===== config.mk =====
export PLATFORM = sky130hd
export DESIGN_NAME = rom_bank_mapper
export DESIGN_NICKNAME = d
export VERILOG_FILES = /design/src/rtl/rbm_pkg.sv /design/src/rtl/rbm_decode.sv /design/src/rtl/rbm_banks.sv /design/src/rtl/rom_bank_mapper.sv
export SDC_FILE = /design/constraint.sdc
export NUM_CORES = 1
export LEC_CHECK = 0
export ABC_AREA = 1
export CAP_MARGIN = 0
export CORE_MARGIN = 2
export CORE_UTILIZATION = 43
export DETAILED_ROUTE_END_ITERATION = 7
export HOLD_SLACK_MARGIN = 0.02
export PLACE_DENSITY = 0.76
export SLEW_MARGIN = 5
export SYNTH_ARGS = -nofsm -noshare
export SYNTH_HDL_FRONTEND = slang
export SYNTH_HIERARCHICAL = 1
export SYNTH_SLANG_ARGS = --single-unit

===== constraint.sdc =====
create_clock -name clk -period 1.8 [get_ports clk]
set_input_delay 0.54 -clock clk [delete_from_list [all_inputs] [get_ports clk]]
set_output_delay 0.54 -clock clk [all_outputs]
set_load 0.005 [all_outputs]

===== src/rtl/rbm_pkg.sv =====
package rbm_pkg;

    localparam int CPU_AW   = 16;
    localparam int BANK_W   = 8;
    localparam int OFF_W    = 13;
    localparam int AREA_CNT = 4;
    localparam int AREA_W   = $clog2(AREA_CNT);
    localparam int ROM_AW   = BANK_W + OFF_W;

    // First window starts at this value of addr[15:13]
    localparam logic [2:0] FIRST_WIN = 3'd2;

    typedef enum logic [0:0] {
        ST_IDLE,
        ST_HOLD
    } wr_state_t;

    // addr[12:11] of the 2 KB trigger block inside a window
    function automatic logic [1:0] trig_sub(input logic [AREA_W-1:0] area);
        return (area == AREA_W'(AREA_CNT - 1)) ? 2'b00 : 2'b10;
    endfunction

endpackage


===== src/rtl/rbm_decode.sv =====
module rbm_decode
    import rbm_pkg::*;
#(
    parameter int ADDR_W = CPU_AW,
    parameter int AW     = AREA_W
) (
    input  logic [ADDR_W-1:0] addr,
    output logic              in_win,
    output logic [AW-1:0]     area,
    output logic              trig_hit
);

    localparam int TOP_LSB = ADDR_W - 3;

    logic [2:0] top3;
    logic [2:0] rel;

    always_comb begin
        top3     = addr[ADDR_W-1:TOP_LSB];
        rel      = top3 - FIRST_WIN;
        in_win   = (top3 >= FIRST_WIN) && (top3 <= FIRST_WIN + 3'(AREA_CNT - 1));
        area     = rel[AW-1:0];
        trig_hit = in_win && (addr[TOP_LSB-1:TOP_LSB-2] == trig_sub(rel[AW-1:0]));
    end

endmodule


===== src/rtl/rbm_banks.sv =====
module rbm_banks
    import rbm_pkg::*;
#(
    parameter int NUM = AREA_CNT,
    parameter int BW  = BANK_W,
    parameter int AW  = AREA_W
) (
    input  logic            clk,
    input  logic            rst_n,
    input  logic [NUM-1:0]  ld_en,
    input  logic [BW-1:0]   wr_data,
    input  logic [AW-1:0]   rd_area,
    output logic [BW-1:0]   bank_sel,
    output logic [NUM*BW-1:0] banks_flat
);

    logic [BW-1:0] bank_q [NUM];

    for (genvar i = 0; i < NUM; i++) begin : g_bank
        always_ff @(posedge clk) begin
            if (!rst_n) begin
                bank_q[i] <= BW'(i);
            end else if (ld_en[i]) begin
                bank_q[i] <= wr_data;
            end
        end

        assign banks_flat[i*BW +: BW] = bank_q[i];

        AST_LOAD_VALUE: assert property (@(posedge clk) disable iff (!rst_n)
            ld_en[i] |=> (bank_q[i] == $past(wr_data)));
    end

    assign bank_sel = bank_q[rd_area];

    AST_ONE_LOAD: assert property (@(posedge clk) disable iff (!rst_n)
        $onehot0(ld_en));

endmodule


===== src/rtl/rom_bank_mapper.sv =====
module rom_bank_mapper
    import rbm_pkg::*;
#(
    parameter int ADDR_W = CPU_AW,
    parameter int BW     = BANK_W,
    parameter int OW     = OFF_W,
    parameter int NUM    = AREA_CNT,
    localparam int AW    = $clog2(NUM),
    localparam int RW    = BW + OW
) (
    input  logic              clk,
    input  logic              rst_n,
    input  logic              slot_sel,
    input  logic [ADDR_W-1:0] cpu_addr,
    input  logic [BW-1:0]     cpu_data,
    input  logic              cpu_wr,
    input  logic              cpu_rd,
    output logic [RW-1:0]     rom_addr,
    output logic              rom_cs
);

    wr_state_t        state_q, state_d;
    logic             in_win;
    logic             trig_hit;
    logic [AW-1:0]    area;
    logic             wr_accept;
    logic [NUM-1:0]   ld_en;
    logic [BW-1:0]    bank_sel;
    logic [NUM*BW-1:0] banks_flat;

    rbm_decode #(.ADDR_W(ADDR_W), .AW(AW)) u_decode (
        .addr     (cpu_addr),
        .in_win   (in_win),
        .area     (area),
        .trig_hit (trig_hit)
    );

    rbm_banks #(.NUM(NUM), .BW(BW), .AW(AW)) u_banks (
        .clk        (clk),
        .rst_n      (rst_n),
        .ld_en      (ld_en),
        .wr_data    (cpu_data),
        .rd_area    (area),
        .bank_sel   (bank_sel),
        .banks_flat (banks_flat)
    );

    // State register
    always_ff @(posedge clk) begin
        if (!rst_n) begin
            state_q <= ST_IDLE;
        end else begin
            state_q <= state_d;
        end
    end

    // Next state and outputs
    always_comb begin
        state_d   = state_q;
        wr_accept = 1'b0;
        unique case (state_q)
            ST_IDLE: begin
                if (cpu_wr) begin
                    state_d   = ST_HOLD;   // accept
                    wr_accept = slot_sel && trig_hit;
                end
            end
            ST_HOLD: begin
                if (!cpu_wr) begin
                    state_d = ST_IDLE;     // release
                end
            end
            default: state_d = ST_IDLE;
        endcase
        ld_en    = wr_accept ? (NUM'(1) << area) : '0;
        rom_cs   = slot_sel && cpu_rd && in_win;
        rom_addr = {bank_sel, cpu_addr[OW-1:0]};
    end

    AST_CS_WINDOW: assert property (@(posedge clk) disable iff (!rst_n)
        rom_cs |-> (slot_sel && cpu_rd && cpu_addr >= 16'h4000 && cpu_addr <= 16'hBFFF));

    AST_NO_SLOT_WRITE: assert property (@(posedge clk) disable iff (!rst_n)
        !slot_sel |=> $stable(banks_flat));

    AST_OUTSIDE_WIN: assert property (@(posedge clk) disable iff (!rst_n)
        (cpu_addr[15:14] == 2'b00 || cpu_addr[15:14] == 2'b11) |=> $stable(banks_flat));

    AST_HOLD_ONCE: assert property (@(posedge clk) disable iff (!rst_n)
        (state_q == ST_HOLD) |=> $stable(banks_flat));

endmodule


# After elaboration in Yosys (flattened, before gate mapping)
# Memories as Yosys holds them, arrays and structs flattened.
# Cells that the tools add are included.
totals:
  register_bits: 1
  latch_bits: 0
  ramBits: 32
  rom_bits: 0
  input_bits: 29
  out_inout_bits: 22
  elab_cells: 39
  memories: 1
mem_list:
  columns: ["name", "depth", "width", "read_ports", "rd_clocked_by_memory_dff", "wr", "line_no", "rtl"]
  rows:
  - ["u_banks.bank_q", 4, 8, 1, 0, 4, "rbm_banks.sv:17", "logic [BW-1:0] bank_q [NUM];"]
classes:
  n_addsub: 1
  mul: 0
  div: 0
  n_lt_le_gt_ge: 2
  eq_ne: 2
  shift: 1
  n_mux: 22
  n_bitwise: 4
  n_reduce_logical: 5
op_table:
  columns: ["operator", "n"]
  rows:
  - ["$mux 8", 4]
  - ["$mux 1", 16]
  - ["$logic_and 1x1->1", 5]
  - ["$mux 4", 1]
  - ["$or 1x1->1", 4]
  - ["$shl 1x2->4 const A", 1]
  - ["$ge 3x2->1 const B", 1]
  - ["$le 3x3->1 const B", 1]
  - ["$eq 2x2->1", 1]
  - ["$eq 2x2->1 const B", 1]
  - ["$mux 2", 1]
  - ["$sub 2x2->2 const B", 1]

# Depth between registers and ports, before layout
logic_depth:
  depth_word: 13
  ltp_mapped: 12
  ltp_nobuf: 12

# Cells and area by module
# Netlist, hierarchy kept.
modules_own_cells:
  columns: ["mod", "n_inst", "cells_each", "area_per_inst_um2", "seq_area_each_um2"]
  rows:
  - ["rbm_banks", 1, 180, 1562.7, 960.9]
  - ["rom_bank_mapper", 1, 33, 193.9, 20.0]
  - ["rbm_decode", 1, 14, 67.6, 0.0]

# Worst setup path before layout
# Ideal clock, no wire load.
synth_timing:
  path_kind: "input port to flip-flop"
  from: "input cpu_addr[14]"
  to: "memory u_banks/bank_q[1][0] (netlist bit), enable pin"
  setup_time_ns: 0.329
  arrival_time_ns: 1.394
  required_ns: 1.471
  path_slack_ns: 0.077
  stages: 11
  path_buffers: 0
  cell_sequence: "inv_2 nand2_2 nand2_2 nand2_2 nor2_2 nand2_1 inv_1 nand2_2 nor2_1 inv_1 nand2_1"
synth_lines:
  columns: ["element", "line_no", "rtl"]
  rows:
  - ["start, declared", "rom_bank_mapper.sv:14", "input logic [ADDR_W-1:0] cpu_addr,"]
  - ["end, declared", "rbm_banks.sv:17", null]

# Worst setup path in the final report
layout_timing:
  from: "input cpu_addr[13]"
  to: "output rom_addr[18]"
layout_via:
  elab_chain_len: 2
layout_rtl:
  columns: ["element", "line_no", "rtl"]
  rows:
  - ["$sub 2x2->2", "rbm_decode.sv:20", "rel = top3 - FIRST_WIN;"]
  - ["$mem_v2 4x8", null, null]
  - ["end, declared", "rom_bank_mapper.sv:18", "output logic [RW-1:0] rom_addr,"]
# Every way passes these cells.

==> flow_metrics.env <==
export IMPL_antenna_cells=0
export IMPL_power_density_nw_per_um2=681.5
export IMPL_rrSetupSlack_ns=0.59
export IMPL_avgRoutedWirePerCell_um=12.58
export IMPL_hp_class="flop to flop"
export IMPL_fp_dieW_um=69.14
export IMPL_path_cells="buf_6, buf_6, buf_12, nand2_1, nand3_1, nand2_1, buf_2"
export IMPL_synth_distinct_cells=13
export IMPL_dp_cells=304
export IMPL_clk_pin_slew_ns=0.07
export IMPL_die_area_um2=4780
export IMPL_clock_sinks=33
export IMPL_vias=1480
export IMPL_cts_buffers=5
export IMPL_yosysSeqAreaShare_pct=53.77
export IMPL_combPwrFrac_pct=15.6
export IMPL_die_y_um=69.14
export IMPL_criticalPathCategory="input pin to primary output"
export IMPL_p_int_w=0.001255
export IMPL_netlist_area_um2=1824
export IMPL_syn_nets=256
export IMPL_cp_required_ns=1.26
export IMPL_register_area_um2=980.9
export IMPL_grt_total_usage_pct=16.46
export IMPL_ios=51
export IMPL_place_gp_congestion=0.7909
export IMPL_min_period_over_period_pct=97.02
export IMPL_clock_root_buffer="clkbuf_8"
export IMPL_p_sw_share_pct=24.55
export IMPL_cts_max_level=2
export IMPL_hold_path_cell_count=4
export IMPL_cts_hold_fix_buffers=0
export IMPL_setup_viol=0
export IMPL_clockPowerShare_pct=32.3
export IMPL_multi_input_area_um2=603.1
export IMPL_relSlewSlack_pct=83.92
export IMPL_grt_pass1_wl_um=6099
export IMPL_wl_met2_um=2152
export IMPL_cts_tree="yes"
export IMPL_p_leak_nw=1.226
export IMPL_worstSetupStartpointType="input pin"
export IMPL_ys_warn_count=6
export IMPL_slowest_stage="buf_12"
export IMPL_pre_cts_slack_ns=-0.7245
export IMPL_r2r_end="u_banks/bank_q[1][4]"
export IMPL_first_pass_iters=4
export IMPL_setup_slack_ns=0.05360
export IMPL_stdcell_count=316
export IMPL_overflow=0
export IMPL_wl_um=3976
export IMPL_total_power_w=0.001664
export IMPL_timing_final_hold_violations=0
export IMPL_outcome="completed"
export IMPL_met1Wirelength_um=1525
export IMPL_ant_nets=0
export IMPL_highest_layer="met4"
export IMPL_dr_wl_met3_um=217
export IMPL_seq_power_share_pct=52.1
export IMPL_worstPathMaxFanout=8
export IMPL_reg2reg_depth=6
export IMPL_cap_violations=0
export IMPL_r2r_start="state_q"
export IMPL_synth_area_top_cells="edfxtp_1 53%, nand2_1 13%, inv_1 11%, nor2_1 6.8%, buf_4 6.2%"
export IMPL_hpwlAfterDp_um=2580
export IMPL_portBuffers=28
export IMPL_rows=23
export IMPL_timing_final_crit_period_ns=1.746
export IMPL_ir_drop_v=0.0003991
export IMPL_synth_area_per_cell_um2=8.036
export IMPL_tightest_slew_ns=0.2403
export IMPL_ys_ff_latch=33
export IMPL_drt_iter0_markers=45
export IMPL_hold_end="u_banks/bank_q[1][0]"
export IMPL_clk_latency_ns=0.28
export IMPL_skew_ns=0.002079
export IMPL_hp_start="state_q"
export IMPL_switching_power_w=0.0004084
export IMPL_drive_gt1_share_pct=29.32
export IMPL_avgViaCountPerCell=4.684
export IMPL_nets=294
export IMPL_clockBufferDepth=2
export IMPL_remaining_drc_errors=0
export IMPL_yosysTopAreaCell="edfxtp_1"
export IMPL_first_global_vias=1389
export IMPL_grt_max_degree=17
export IMPL_max_freq_mhz=572.6
export IMPL_area_growth_synth_to_final_pct=33.81
export IMPL_max_stage_delay_ns=0.14
export IMPL_synth_top_area_share_pct=52.67
export IMPL_core_um2=4029
export IMPL_syn_inst=227
export IMPL_fillers=369
export IMPL_cp_end_kind="primary output"
export IMPL_antenna_found_initial=0
export IMPL_tns_ns=0
export IMPL_start_util_pct=45.28
export IMPL_arrival_ns=1.21
export IMPL_slew_viol_final=0
## routing by layer
layer,global-route usage [%],up-vias
li1,-,737
met1,18.16,689
met2,30.13,45
met3,4.386,9
met4,5.882,0
met5,0,-
## worst max path at each step
stage,from,end,slack (ns),depth (start not counted)
after CTS,cpu_addr[11],rom_addr[11],0.007,2
final,cpu_addr[13],rom_addr[18],0.05,7
after global placement,cpu_addr[13],rom_addr[14],-0.71,6
after detailed placement,cpu_addr[13],rom_addr[14],-0.72,6
after global routing,cpu_addr[14],u_banks/bank_q[1][5],-0.008,14
after floorplan,cpu_addr[14],u_banks/bank_q[1][0],0.08,11
## cells in the mapped netlist
library cell and instances:
nand2_1 61, inv_1 54, nor2_1 33, edfxtp_1 32, nand3_1 19, buf_4 15, nand2_2 4, buf_2 2
buf_6 2, nor2_2 2, dfxtp_1 1, inv_2 1, inv_4 1
## state kept, by name, summed over array words and instances (netlist names)
register,cells
u_banks/bank_q,32
state_q,1
## logic make-up (layout without fill, tap and decap cells)
| kind of cell | count (synthesis) | after routing | synth area share (%) |
|---|---|---|---|
| buffers and inverters | 75 | 114 | 19.62 |
| flip-flops | 33 | 33 | 53.77 |
| AND/OR/NAND/NOR | 119 | 119 | 26.61 |
## power by group through the flow
stage / Sequential [W] / Combinational (W) / Clock, W
2_1_floorplan: 0.000882 / 0.000127 / 0
3_3_place_gp: 0.000882 / 0.000229 / 0
3_5_place_dp: 0.000883 / 0.000232 / 0
4_1_cts: 0.000866 / 0.000242 / 0.000550
5_1_grt: 0.000868 / 0.000284 / 0.000574
6_report: 0.000867 / 0.000260 / 0.000537
## worst max-delay path, delay by kind of cell
| kind | cells | cell delay (ns) |
|---|---|---|
| and+or+nand+nor | 3 | 0.20 |
| buffers and inverters | 4 | 0.46 |
## timing repair
item | 4_1_cts | 5_1_grt
resized for setup | 67 | 39
pin swaps | 9 | 15
cloned | 0 | 0
endpoints found under the setup margin | 75 | 64
setup buffers | 6 | 0
## placed cells by master (no fill, tap or decap)
master and count:
nor2_4 4, nand3_2 5, buf_4 11, nor2_2 3, inv_6 1, inv_2 4, buf_2 9, nand3_1 14
clkinvlp_4 1, clkinv_2 2, buf_8 1, dfxtp_1 1, edfxtp_1 32, inv_1 50, nand2_1 47, nand2_2 13
buf_6 7, clkdlybuf4s50_1 10, dlygate4sd2_1 3, inv_4 1, nand2_4 5, nor2_1 28, dlymetal6s2s_1 3, buf_12 5
clkbuf_8 5, clkbuf_2 1
## area by class of cell
| type | count | area share (%) |
|---|---|---|
| clock buffers | 5 | 2.819 |
| clock inverters | 3 | 0.7176 |
| inverters | 56 | 8.919 |
| multi-input cells | 119 | 24.71 |
| flip-flops and latches | 33 | 40.18 |
| well taps | 50 | 2.563 |
| repair buffers | 50 | 20.09 |
## per-stage QoR
stage | hold slack [ns] | util, % | cell area (um2)
2_1_floorplan | 0.6335 | - | 1824
3_3_place_gp | 0.6594 | 54.16 | 2182
3_5_place_dp | 0.6643 | 54.16 | 2182
4_1_cts | 0.7285 | 58.20 | 2345
5_1_grt | 0.8066 | 60.59 | 2441
6_report | 0.7417 | 60.59 | 2441
(Power assumes the default switching activity.)
